[config.mk]
export PLATFORM = sky130hd
export DESIGN_NAME = uart_brk_rx
export DESIGN_NICKNAME = d
export VERILOG_FILES = /design/src/rtl/uart_brk_pkg.sv /design/src/rtl/uart_bit_sampler.sv /design/src/rtl/uart_zero_cnt.sv /design/src/rtl/uart_sticky_flag.sv /design/src/rtl/uart_brk_rx.sv
export SDC_FILE = /design/constraint.sdc
export NUM_CORES = 1
export LEC_CHECK = 0
export BUFFER_PORTS_ARGS = -buffer_cell sky130_fd_sc_hd__buf_2
export CAP_MARGIN = 0
export CELL_PAD_IN_SITES_DETAIL_PLACEMENT = 0
export CELL_PAD_IN_SITES_GLOBAL_PLACEMENT = 1
export CORE_MARGIN = 2
export CORE_UTILIZATION = 49
export DETAILED_ROUTE_END_ITERATION = 12
export PLACE_DENSITY = 0.91
export REMOVE_ABC_BUFFERS = 1
export SYNTH_ARGS = -nofsm -noshare
export SYNTH_HDL_FRONTEND = slang
export SYNTH_HIERARCHICAL = 1
export SYNTH_SLANG_ARGS = --single-unit
[constraint.sdc]
create_clock -name clk_i -period 4.65 [get_ports clk_i]
set_clock_uncertainty 0.15 [all_clocks]
set_input_delay 0.2325 -clock clk_i [delete_from_list [all_inputs] [get_ports clk_i]]
set_output_delay 0.2325 -clock clk_i [all_outputs]
set_load 0.005 [all_outputs]
[src/rtl/uart_brk_pkg.sv]
`timescale 1ns/1ps
package uart_brk_pkg;
  typedef enum logic [1:0] {ST_IDLE, ST_RUN, ST_HOLD} rx_state_e;

  localparam int unsigned FLAG_N = 4;
  localparam int unsigned F_RDF  = 0;
  localparam int unsigned F_FE   = 1;
  localparam int unsigned F_PE   = 2;
  localparam int unsigned F_BRK  = 3;

  function automatic logic maj3(input logic a, input logic b, input logic c);
    return (a & b) | (a & c) | (b & c);
  endfunction
endpackage

[src/rtl/uart_bit_sampler.sv]
`timescale 1ns/1ps
module uart_bit_sampler import uart_brk_pkg::*; #(
  parameter int unsigned OSR = 16
) (
  input  logic clk_i,
  input  logic rst_ni,
  input  logic tick_i,
  input  logic rx_i,
  input  logic start_i,
  input  logic active_i,
  output logic dec_o,
  output logic val_o,
  output logic wrap_o
);
  localparam int unsigned PW = $clog2(OSR);
  localparam logic [PW-1:0] MID  = PW'(OSR / 2);
  localparam logic [PW-1:0] SMP0 = PW'(OSR / 2 - 2);
  localparam logic [PW-1:0] SMP1 = PW'(OSR / 2 - 1);
  localparam logic [PW-1:0] LAST = PW'(OSR - 1);

  logic [PW-1:0] phase_q;
  logic          s0_q, s1_q;

  // detect tick is sample 1, so phase counts samples already taken
  always_ff @(posedge clk_i or negedge rst_ni) begin
    if (!rst_ni) begin
      phase_q <= '0;
      s0_q    <= 1'b1;
      s1_q    <= 1'b1;
    end else if (tick_i) begin
      if (start_i) begin
        phase_q <= PW'(1);
      end else if (active_i) begin
        if (phase_q == SMP0) s0_q <= rx_i;
        if (phase_q == SMP1) s1_q <= rx_i;
        phase_q <= (phase_q == LAST) ? '0 : phase_q + 1'b1;
      end
    end
  end

  assign dec_o  = tick_i & active_i & (phase_q == MID);
  assign val_o  = maj3(s0_q, s1_q, rx_i);
  assign wrap_o = tick_i & active_i & (phase_q == LAST);

  // vote happens once, at the middle sample, then phase moves on
  a_r2_mid_vote: assert property (@(posedge clk_i) disable iff (!rst_ni)
    dec_o |=> (phase_q == MID + PW'(1)));
endmodule

[src/rtl/uart_zero_cnt.sv]
`timescale 1ns/1ps
module uart_zero_cnt #(
  parameter int unsigned CW = 4
) (
  input  logic          clk_i,
  input  logic          rst_ni,
  input  logic          clr_i,
  input  logic          dec_i,
  input  logic          val_i,
  input  logic [CW-1:0] limit_i,
  output logic          hit_o
);
  logic [CW-1:0] cnt_q;

  always_ff @(posedge clk_i or negedge rst_ni) begin
    if (!rst_ni)                           cnt_q <= '0;
    else if (clr_i)                        cnt_q <= '0;
    else if (dec_i && val_i)               cnt_q <= '0;
    else if (dec_i && cnt_q != limit_i)    cnt_q <= cnt_q + 1'b1;
  end

  // this zero completes a full frame of zeros
  assign hit_o = dec_i & ~val_i & (cnt_q == limit_i - 1'b1);

  a_r9_one_resets: assert property (@(posedge clk_i) disable iff (!rst_ni)
    (dec_i && val_i) |=> (cnt_q == '0));
  a_r9_saturate: assert property (@(posedge clk_i) disable iff (!rst_ni)
    (dec_i && !val_i && !clr_i && cnt_q == limit_i && $stable(limit_i)) |=> (cnt_q == $past(cnt_q)));
endmodule

[src/rtl/uart_sticky_flag.sv]
`timescale 1ns/1ps
module uart_sticky_flag (
  input  logic clk_i,
  input  logic rst_ni,
  input  logic set_i,
  input  logic clr_i,
  output logic q_o
);
  always_ff @(posedge clk_i or negedge rst_ni) begin
    if (!rst_ni)     q_o <= 1'b0;
    else if (set_i)  q_o <= 1'b1;
    else if (clr_i)  q_o <= 1'b0;
  end

  a_r11_set_wins: assert property (@(posedge clk_i) disable iff (!rst_ni)
    set_i |=> q_o);
  a_r11_sticky: assert property (@(posedge clk_i) disable iff (!rst_ni)
    (q_o && !clr_i) |=> q_o);
endmodule

[src/rtl/uart_brk_rx.sv]
`timescale 1ns/1ps
module uart_brk_rx import uart_brk_pkg::*; #(
  parameter int unsigned OSR = 16,
  parameter int unsigned DW  = 9
) (
  input  logic          clk_i,
  input  logic          rst_ni,
  input  logic          tick16_i,
  input  logic          rx_i,
  input  logic          nine_bit_i,
  input  logic          par_en_i,
  input  logic          par_odd_i,
  input  logic          brk_en_i,
  input  logic          clr_rdf_i,
  input  logic          clr_fe_i,
  input  logic          clr_pe_i,
  input  logic          clr_brk_i,
  output logic [DW-1:0] rx_data_o,
  output logic          rdf_o,
  output logic          fe_o,
  output logic          pe_o,
  output logic          brk_o
);
  localparam int unsigned IW = $clog2(DW + 2);
  localparam int unsigned CW = $clog2(DW + 3);

  rx_state_e         st_q, st_d;
  logic [IW-1:0]     bit_q, n_data;
  logic [CW-1:0]     limit;
  logic [DW-1:0]     data_q, data_d;
  logic              start, active, dec, val, wrap, zc_hit, stop_bit;
  logic              load, set_fe, set_brk, par_bad;
  logic [FLAG_N-1:0] f_set, f_clr, f_q;

  assign n_data   = nine_bit_i ? IW'(DW) : IW'(DW - 1);
  assign limit    = CW'(n_data) + CW'(2);
  assign start    = tick16_i & (st_q == ST_IDLE) & ~rx_i;
  assign active   = (st_q != ST_IDLE);
  assign stop_bit = (bit_q == n_data + IW'(1));
  assign par_bad  = par_en_i & ((^data_q) ^ par_odd_i);

  uart_bit_sampler #(.OSR(OSR)) u_sampler (
    .clk_i, .rst_ni, .tick_i(tick16_i), .rx_i, .start_i(start),
    .active_i(active), .dec_o(dec), .val_o(val), .wrap_o(wrap)
  );

  uart_zero_cnt #(.CW(CW)) u_zero_cnt (
    .clk_i, .rst_ni, .clr_i(start), .dec_i(dec), .val_i(val),
    .limit_i(limit), .hit_o(zc_hit)
  );

  always_comb begin
    st_d    = st_q;
    load    = 1'b0;
    set_fe  = 1'b0;
    set_brk = 1'b0;
    unique case (st_q)
      ST_IDLE: if (start) st_d = ST_RUN;
      ST_RUN: if (dec) begin
        if (bit_q == '0) begin
          if (val) st_d = ST_IDLE;             // false start
        end else if (stop_bit) begin
          if (val) begin
            load = 1'b1;
            st_d = ST_IDLE;
          end else if (brk_en_i && zc_hit) begin
            set_brk = 1'b1;                    // break aligned to start bit
            st_d    = ST_HOLD;
          end else begin
            load   = 1'b1;
            set_fe = 1'b1;
            st_d   = brk_en_i ? ST_HOLD : ST_IDLE;
          end
        end
      end
      ST_HOLD: if (dec) begin
        if (val)                   st_d = ST_IDLE;
        else if (brk_en_i && zc_hit) set_brk = 1'b1;
      end
      default: st_d = ST_IDLE;
    endcase
  end

  always_comb begin
    data_d = data_q;
    if (start) begin
      data_d = '0;
    end else if (st_q == ST_RUN && dec && !stop_bit) begin
      for (int i = 0; i < DW; i++)
        if (bit_q == IW'(i + 1)) data_d[i] = val;
    end
  end

  always_ff @(posedge clk_i or negedge rst_ni) begin
    if (!rst_ni) begin
      st_q      <= ST_IDLE;
      bit_q     <= '0;
      data_q    <= '0;
      rx_data_o <= '0;
    end else begin
      st_q   <= st_d;
      data_q <= data_d;
      if (start)                        bit_q <= '0;
      else if (wrap && st_q == ST_RUN)  bit_q <= bit_q + 1'b1;
      if (load)                         rx_data_o <= data_q;
    end
  end

  assign f_set[F_RDF] = load;
  assign f_set[F_FE]  = set_fe;
  assign f_set[F_PE]  = load & par_bad;
  assign f_set[F_BRK] = set_brk;
  assign f_clr[F_RDF] = clr_rdf_i;
  assign f_clr[F_FE]  = clr_fe_i;
  assign f_clr[F_PE]  = clr_pe_i;
  assign f_clr[F_BRK] = clr_brk_i;

  for (genvar g = 0; g < FLAG_N; g++) begin : g_flag
    uart_sticky_flag u_flag (
      .clk_i, .rst_ni, .set_i(f_set[g]), .clr_i(f_clr[g]), .q_o(f_q[g])
    );
  end

  assign rdf_o = f_q[F_RDF];
  assign fe_o  = f_q[F_FE];
  assign pe_o  = f_q[F_PE];
  assign brk_o = f_q[F_BRK];

  a_r1_false_start: assert property (@(posedge clk_i) disable iff (!rst_ni)
    (st_q == ST_RUN && bit_q == '0 && dec && val) |=> (st_q == ST_IDLE && !$rose(rdf_o)));
  a_r7_aligned_no_load: assert property (@(posedge clk_i) disable iff (!rst_ni)
    (st_q == ST_RUN && dec && stop_bit && !val && brk_en_i && zc_hit)
    |=> ($stable(rx_data_o) && brk_o && !$rose(fe_o) && !$rose(pe_o)));
  a_r8_mid_frame_load: assert property (@(posedge clk_i) disable iff (!rst_ni)
    (st_q == ST_RUN && dec && stop_bit && !val && !(brk_en_i && zc_hit)) |=> (rdf_o && fe_o));
  a_r10_hold_low: assert property (@(posedge clk_i) disable iff (!rst_ni)
    (st_q == ST_HOLD && dec && !val) |=> (st_q == ST_HOLD));
endmodule

; ---- Yosys cells after proc, flatten, opt, wreduce, memory -nomap -nowiden
; Index checks and enable logic that the tools add are counted.
[classes]
muxes = 56
reduce_logical = 41
addsub = 6
bitwise = 18
n_eq_ne = 22
[op_table]
columns = operator, n
row1 = 2-to-1 mux 1 bit, 35
row2 = nonzero test 2 bit, 17
row3 = 2-to-1 mux 4 bit, 8
row4 = == test 4 x 3 -> 1 bit (second input constant), 6
row5 = AND reduction 2 bit, 10
row6 = 2-to-1 mux 2 bit, 9
row7 = 2-to-1 mux 9 bit, 2
row8 = adder 4 x 1 -> 4 bit (second input constant), 4
row9 = == test 4 bit (second input constant), 4
row10 = bitwise AND 1 bit, 12
row11 = AND reduction 4 bit, 3
row12 = XOR reduction 9 bit, 1
row13 = == test 4 x 2 -> 1 bit (second input constant), 2
row14 = == test 4 bit, 2
row15 = logical AND 1 bit, 6
row16 = != test 2 bit (second input constant), 3
row17 = one-hot mux 2 bit (3 select lines), 1
row18 = adder 4 x 2 -> 4 bit (second input constant), 1
row19 = == test 4 x 1 -> 1 bit (second input constant), 1
row20 = zero test 4 bit, 1
row21 = != test 4 bit, 1
row22 = subtractor 4 x 1 -> 4 bit (second input constant), 1
row23 = != test 3 bit (second input constant), 1
row24 = NOT 1 bit, 3
row25 = 8 further kinds, 9
[totals]
wordCells = 163
out_inout_bits = 13
regBits = 38
input_bits = 12

; ---- Depth between registers and ports, before layout
[depth]
ltp_word = 15
mapped_depth = 14
depth_no_buf = 13

; ---- Hierarchy
; Netlist, hierarchy kept.
[by_module_without_submodules]
columns = mod, cells_per_inst, seq_area_each_um2, area_per_inst_um2, n_inst
row1 = uart_brk_rx, 141, 600.6, 1438.9, 1
row2 = uart_bit_sampler, 38, 152.6, 377.9, 1
row3 = uart_zero_cnt, 33, 100.1, 300.3, 1
row4 = uart_sticky_flag, 3, 25.0, 36.3, 4

; ---- Worst setup path after synthesis
; No wires, ideal clock.
[synth_path]
path_kind = reg-to-reg
start = register st_q[0]
end = register rx_data_o[0]
n_path_buf = 1
path_slack_ps = 1455
arrival_time_ps = 2920
path_stages_with_launch = 14
required_time_ps = 4375
setup_time_ps = 125
synth_period_minus_slack_ps = 3195
path_cell_list = dfrtp_1 > inv_1 > ha_1 > inv_1 > and2_2 > nand2_1 > nor3b_1 > inv_1 > or3_1 > nor4_1 > nand2_1 > o221ai_2 > buf_6 > mux2_4
[synth_via]
elab_chain_len = 12
word_cells_on_any_way = 13
classes_between = 1 x eq/ne / 6 x mux / 4 x bitwise / 2 x reduce/logical
[synth_lines]
columns = element, line
row1 = from (decl), uart_brk_rx.sv:27  ; rx_state_e st_q, st_d;
row2 = from (signal assigned), uart_brk_rx.sv:101  ; st_q <= st_d;
row3 = nonzero test 2 bit, uart_brk_rx.sv:38  ; assign active = (st_q != ST_IDLE);
row4 = named net active, uart_brk_rx.sv:31  ; logic start, active, dec, val, wrap, zc_hit, stop_bit;
row5 = bitwise AND 1 bit (2 in series), uart_bit_sampler.sv:41  ; assign dec_o = tick_i & active_i & (phase_q == MID);
row6 = named net dec, uart_brk_rx.sv:31
row7 = bitwise AND 1 bit (2 in series), uart_zero_cnt.sv:23  ; assign hit_o = dec_i & ~val_i & (cnt_q == limit_i - 1'b1);
row8 = named net zc_hit, uart_brk_rx.sv:31
row9 = logical AND 1 bit, uart_brk_rx.sv:66  ; end else if (brk_en_i && zc_hit) begin
row10 = 2-to-1 mux 1 bit, uart_brk_rx.sv:66
row11 = 2-to-1 mux 1 bit, uart_brk_rx.sv:63  ; if (val) begin
row12 = 2-to-1 mux 1 bit, uart_brk_rx.sv:62  ; end else if (stop_bit) begin
row13 = 2-to-1 mux 1 bit, uart_brk_rx.sv:60  ; if (bit_q == '0) begin
row14 = 2-to-1 mux 1 bit, uart_brk_rx.sv:59  ; ST_RUN: if (dec) begin
row15 = 2-to-1 mux 1 bit, uart_brk_rx.sv:57  ; unique case (st_q)
row16 = to (signal assigned), uart_brk_rx.sv:105  ; if (load) rx_data_o <= data_q;
row17 = to (decl), uart_brk_rx.sv:18  ; output logic [DW-1:0] rx_data_o,
; The timed path passes the listed nets, and every way through them passes these cells.
; A chain may end at the register's enable or synchronous reset.

; ---- Worst setup path in the final report
[layout_path]
start = register st_q[0]
end = register rx_data_o[8]
; The elaborated chain is that of the path after synthesis.

==> impl_metrics.xml <==
<?xml version="1.0" encoding="UTF-8"?>
<metrics>
  <group name="outcome">
    <metric name="run_status" unit="">finished clean</metric>
  </group>
  <group name="critical_path">
    <metric name="path_depth" unit="">13</metric>
    <metric name="worstPathBufferInverterCount" unit="">4</metric>
    <metric name="critical-path-top-delay-family" unit="">simple AND/OR/NAND/NOR gates</metric>
    <metric name="worst_ep_required_time" unit="ns">4.68</metric>
    <metric name="cpMostUsedCell" unit="">inv_1</metric>
    <metric name="reg2regPathDepth" unit="">13</metric>
    <metric name="cp.arrival" unit="ns">3.62</metric>
    <metric name="worst-path-max-fanout" unit="">11</metric>
    <metric name="critical_path.max_stage_delay" unit="ns">0.65</metric>
    <metric name="crit_path_cell_trace" unit="">inv_1 -&gt; ha_1 -&gt; inv_1 -&gt; and2_2 -&gt; nand2_1 -&gt; nor3b_1 -&gt; buf_4 -&gt; inv_1 -&gt; or3_1 -&gt; nor4_1 -&gt; nand2_1 -&gt; o221ai_2 -&gt; mux2_2</metric>
    <metric name="critPathCaptureType" unit="">flip-flop</metric>
    <metric name="worstSetupStartpointType" unit="">flip-flop</metric>
    <metric name="critPathKind" unit="">flip-flop to flip-flop</metric>
    <metric name="crit_slowest_cell" unit="">o221ai_2</metric>
  </group>
  <group name="synthesis">
    <metric name="synthFlopType" unit="">dfrtp_1</metric>
    <metric name="netlist_instances" unit="">224</metric>
    <metric name="synth_top_cell_by_area" unit="">dfrtp_1</metric>
    <metric name="syn_area_per_cell" unit="um^2">10.1</metric>
    <metric name="edff_count_synth" unit="">0</metric>
    <metric name="synth.ff_latch_count" unit="">38</metric>
    <metric name="largest_cells_by_area_after_synthesis" unit="">dfrtp_1 (40%), ha_1 (7.2%), xnor2_1 (5.4%)</metric>
    <metric name="synth_largest_type_area_fraction" unit="%">39.8</metric>
    <metric name="yosys.cell_types.count" unit="">48</metric>
    <metric name="synthesis.area" unit="um^2">2260</metric>
    <metric name="synth_async_sr_flop_share" unit="%">100</metric>
    <metric name="ys_warn_count" unit="">6</metric>
    <metric name="sequential_area_share_after_synthesis" unit="%">42.1</metric>
  </group>
  <group name="route">
    <metric name="avgViaCountPerCell" unit="">5.40</metric>
    <metric name="route.detailed.wl_per_inst" unit="um">13.2</metric>
    <metric name="routed-via-count" unit="">1668</metric>
    <metric name="drc_errors" unit="">0</metric>
    <metric name="wl" unit="mm">4.07</metric>
    <metric name="postRouteAntennaNets" unit="">0</metric>
    <metric name="drtIter0Drc" unit="">61</metric>
    <metric name="drtPass1Iterations" unit="">5</metric>
  </group>
  <group name="power">
    <metric name="power.ir.vdd_worst" unit="mV">0.234</metric>
    <metric name="cellPowerDensity" unit="nW/um^2">358</metric>
    <metric name="p_leak" unit="nW">1.32</metric>
  </group>
  <group name="timing">
    <metric name="timing.fmax" unit="MHz">279</metric>
    <metric name="final_min_period_over_clock_period" unit="%">77.1</metric>
    <metric name="worstMarginPinSlew" unit="ns">0.829</metric>
    <metric name="post-route-min-period" unit="ns">3.58</metric>
    <metric name="grt_setup_unrepaired" unit="">false</metric>
    <metric name="relSlewSlack" unit="%">44.7</metric>
    <metric name="drv_slew" unit="">0</metric>
    <metric name="finalWorstSetupSlack" unit="ns">1.07</metric>
    <metric name="summed_negative_setup_slack_over_all_endpoints" unit="ns">0</metric>
    <metric name="timing.final.hold_violations" unit="">0</metric>
    <metric name="report.final.setup_viol" unit="">0</metric>
  </group>
  <group name="placed_design">
    <metric name="dp_slack" unit="ns">1.10</metric>
    <metric name="routabilityCongestion" unit="">0.804</metric>
    <metric name="dp_hpwl" unit="mm">2.95</metric>
    <metric name="io_buffer_count" unit="">24</metric>
  </group>
  <group name="die">
    <metric name="die_h" unit="um">71.9</metric>
    <metric name="floorplan.core_area" unit="um^2">4410</metric>
    <metric name="num_rows" unit="">24</metric>
    <metric name="io_pins" unit="">25</metric>
    <metric name="die_area" unit="um^2">5180</metric>
    <metric name="die_x_extent" unit="um">71.9</metric>
    <metric name="initial_utilization" unit="%">51.2</metric>
  </group>
  <group name="global_route">
    <metric name="grt_pass1_vias" unit="">1688</metric>
    <metric name="grt_first_pass_wirelength" unit="mm">7.47</metric>
    <metric name="groute.usage.overall" unit="%">18.5</metric>
    <metric name="grt_overflow_total" unit="">0</metric>
    <metric name="grt_start_max_net_pins" unit="">39</metric>
    <metric name="grt_antenna_before_repair" unit="">0</metric>
  </group>
  <group name="layout">
    <metric name="post_route_cells_drive_above_1_share" unit="%">21.0</metric>
    <metric name="diodes" unit="">0</metric>
    <metric name="mostFrequentLayoutCell" unit="">dfrtp_1</metric>
    <metric name="flow.area_growth_from_synthesis" unit="%">13.2</metric>
    <metric name="design.final.nets" unit="">281</metric>
    <metric name="most-common-layout-cells" unit="">dfrtp_1 (36), nand2_1 (26), buf_2 (24), inv_1 (22), nand3_1 (16)</metric>
  </group>
  <group name="hold_path">
    <metric name="timing.hold.worst.class" unit="">input port to flip-flop</metric>
    <metric name="hold-path-cell-count" unit="">3</metric>
  </group>
  <group name="clocking">
    <metric name="cts_num_sinks" unit="">38</metric>
    <metric name="worstSkewPairLatency" unit="ns">0.30</metric>
    <metric name="cts_tree" unit="">yes</metric>
    <metric name="cts_root_buf" unit="">clkbuf_8</metric>
    <metric name="clock_tree.htree_level_count" unit="">2</metric>
    <metric name="cts-buffers-inserted" unit="">5</metric>
    <metric name="cts_resized" unit="">0</metric>
    <metric name="cts.path.max_buffers" unit="">2</metric>
    <metric name="clk_pin_slew" unit="ns">0.08</metric>
    <metric name="postCtsSetupRepairBufs" unit="">0</metric>
  </group>
  <group name="run">
    <metric name="maxCapViolations" unit="">0</metric>
  </group>
</metrics>
-- metal layers --
| layer | part of all wire [%] | global-route usage (%) |
|---|---|---|
| met2 | 48 | 32.4 |
| met3 | 4.8 | 4.17 |
| met1 | 45 | 22.0 |
| met4 | 1.6 | 7.55 |
| met5 | 0 | 0 |
-- cells by family after synthesis --
family / after synthesis / synth area share, %
simple gates: 74 / 17.8
flops: 38 / 42.1
compound gates: 37 / 11.6
buf+inv: 27 / 4.87
xor+xnor: 18 / 7.58
fa+ha+maj: 14 / 7.63
mux: 14 / 8.13
other cells: 2 / 0.332
-- sequential cells by signal, indices dropped and copies added (netlist names) --
name and flops:
u_sampler/s0_q 1, st_q 2, u_sampler/phase_q 4, rx_data_o 9, bit_q 4, g_flag.u_flag/q_o 4, u_sampler/s1_q 1, u_zero_cnt/cnt_q 4
data_q 9
-- power breakdown --
group | switching [mW] | leakage [nW] | internal [mW]
Combinational | 0.136 | 0.753 | 0.100
Sequential | 0.0366 | 0.513 | 0.368
Clock | 0.119 | 0.0579 | 0.158
Total | 0.292 | 1.32 | 0.626
-- cell usage after synthesis, types with 2 or more instances --
library cell,instances
a21o_1,6
a21oi_1,13
a32o_1,3
a41o_1,2
and3_4,2
clkbuf_1,3
conb_1,2
dfrtp_1,36
dfstp_2,2
ha_1,13
inv_1,22
mux2_1,2
mux2_4,8
mux2i_1,3
nand2_1,26
nand3_1,16
nor2_1,10
nor3_1,2
nor3b_1,2
o21ai_0,4
o22ai_1,2
or3_1,4
xnor2_1,14
xor2_1,3
-- per-stage QoR --
stage	cells	power, mW	util [%]	instance area, um^2	hold WS [ns]
CTS	309	0.927	58.0	2560	0.0391
finish	309	0.918	58.0	2560	0.0448
floorplan	223	0.584	-	2250	-0.213
global placement	300	0.641	55.3	2440	0.237
detailed placement	300	0.646	55.3	2440	0.236
global route	309	0.983	58.0	2560	0.0491
-- timing repair --
item	in CTS	in global routing
hold endpoints to repair	36	0
endpoints found under the setup margin	0	0
hold buffers	1	0
-- final cells by class --
type / count / area [um^2]
fillers: 387 / 1850
multi-input cells: 163 / 1210
flip-flops and latches: 38 / 953
repair buffers: 26 / 138
inverters: 22 / 82.6
clock buffers: 5 / 68.8
well taps: 52 / 65.1
clock inverters: 3 / 40.0
-- worst min-delay path: cells and delay by family --
family / cells / cell delay [ns]
buf+inv: 2 / 0.14
compound gates: 1 / 0.09
-- final timing paths --
| path | from | to | slack, ns |
|---|---|---|---|
| max in group asynchronous | rst_ni | bit_q[1]$_DFFE_PN0P_ | 3.38 |
| min | clr_brk_i | g_flag[3].u_flag/q_o$_DFFE_PN0P_ | 0.04 |
| max | st_q[0]$_DFFE_PN0P_ | rx_data_o[8]$_DFFE_PN0P_ | 1.07 |
| max reg2reg | st_q[0]$_DFFE_PN0P_ | rx_data_o[8]$_DFFE_PN0P_ | 1.07 |
| min reg2reg | g_flag[0].u_flag/q_o$_DFFE_PN0P_ | g_flag[0].u_flag/q_o$_DFFE_PN0P_ | 0.33 |
| min in group asynchronous | rst_ni | g_flag[0].u_flag/q_o$_DFFE_PN0P_ | 0.45 |
Power figures use the tool's default switching activity.
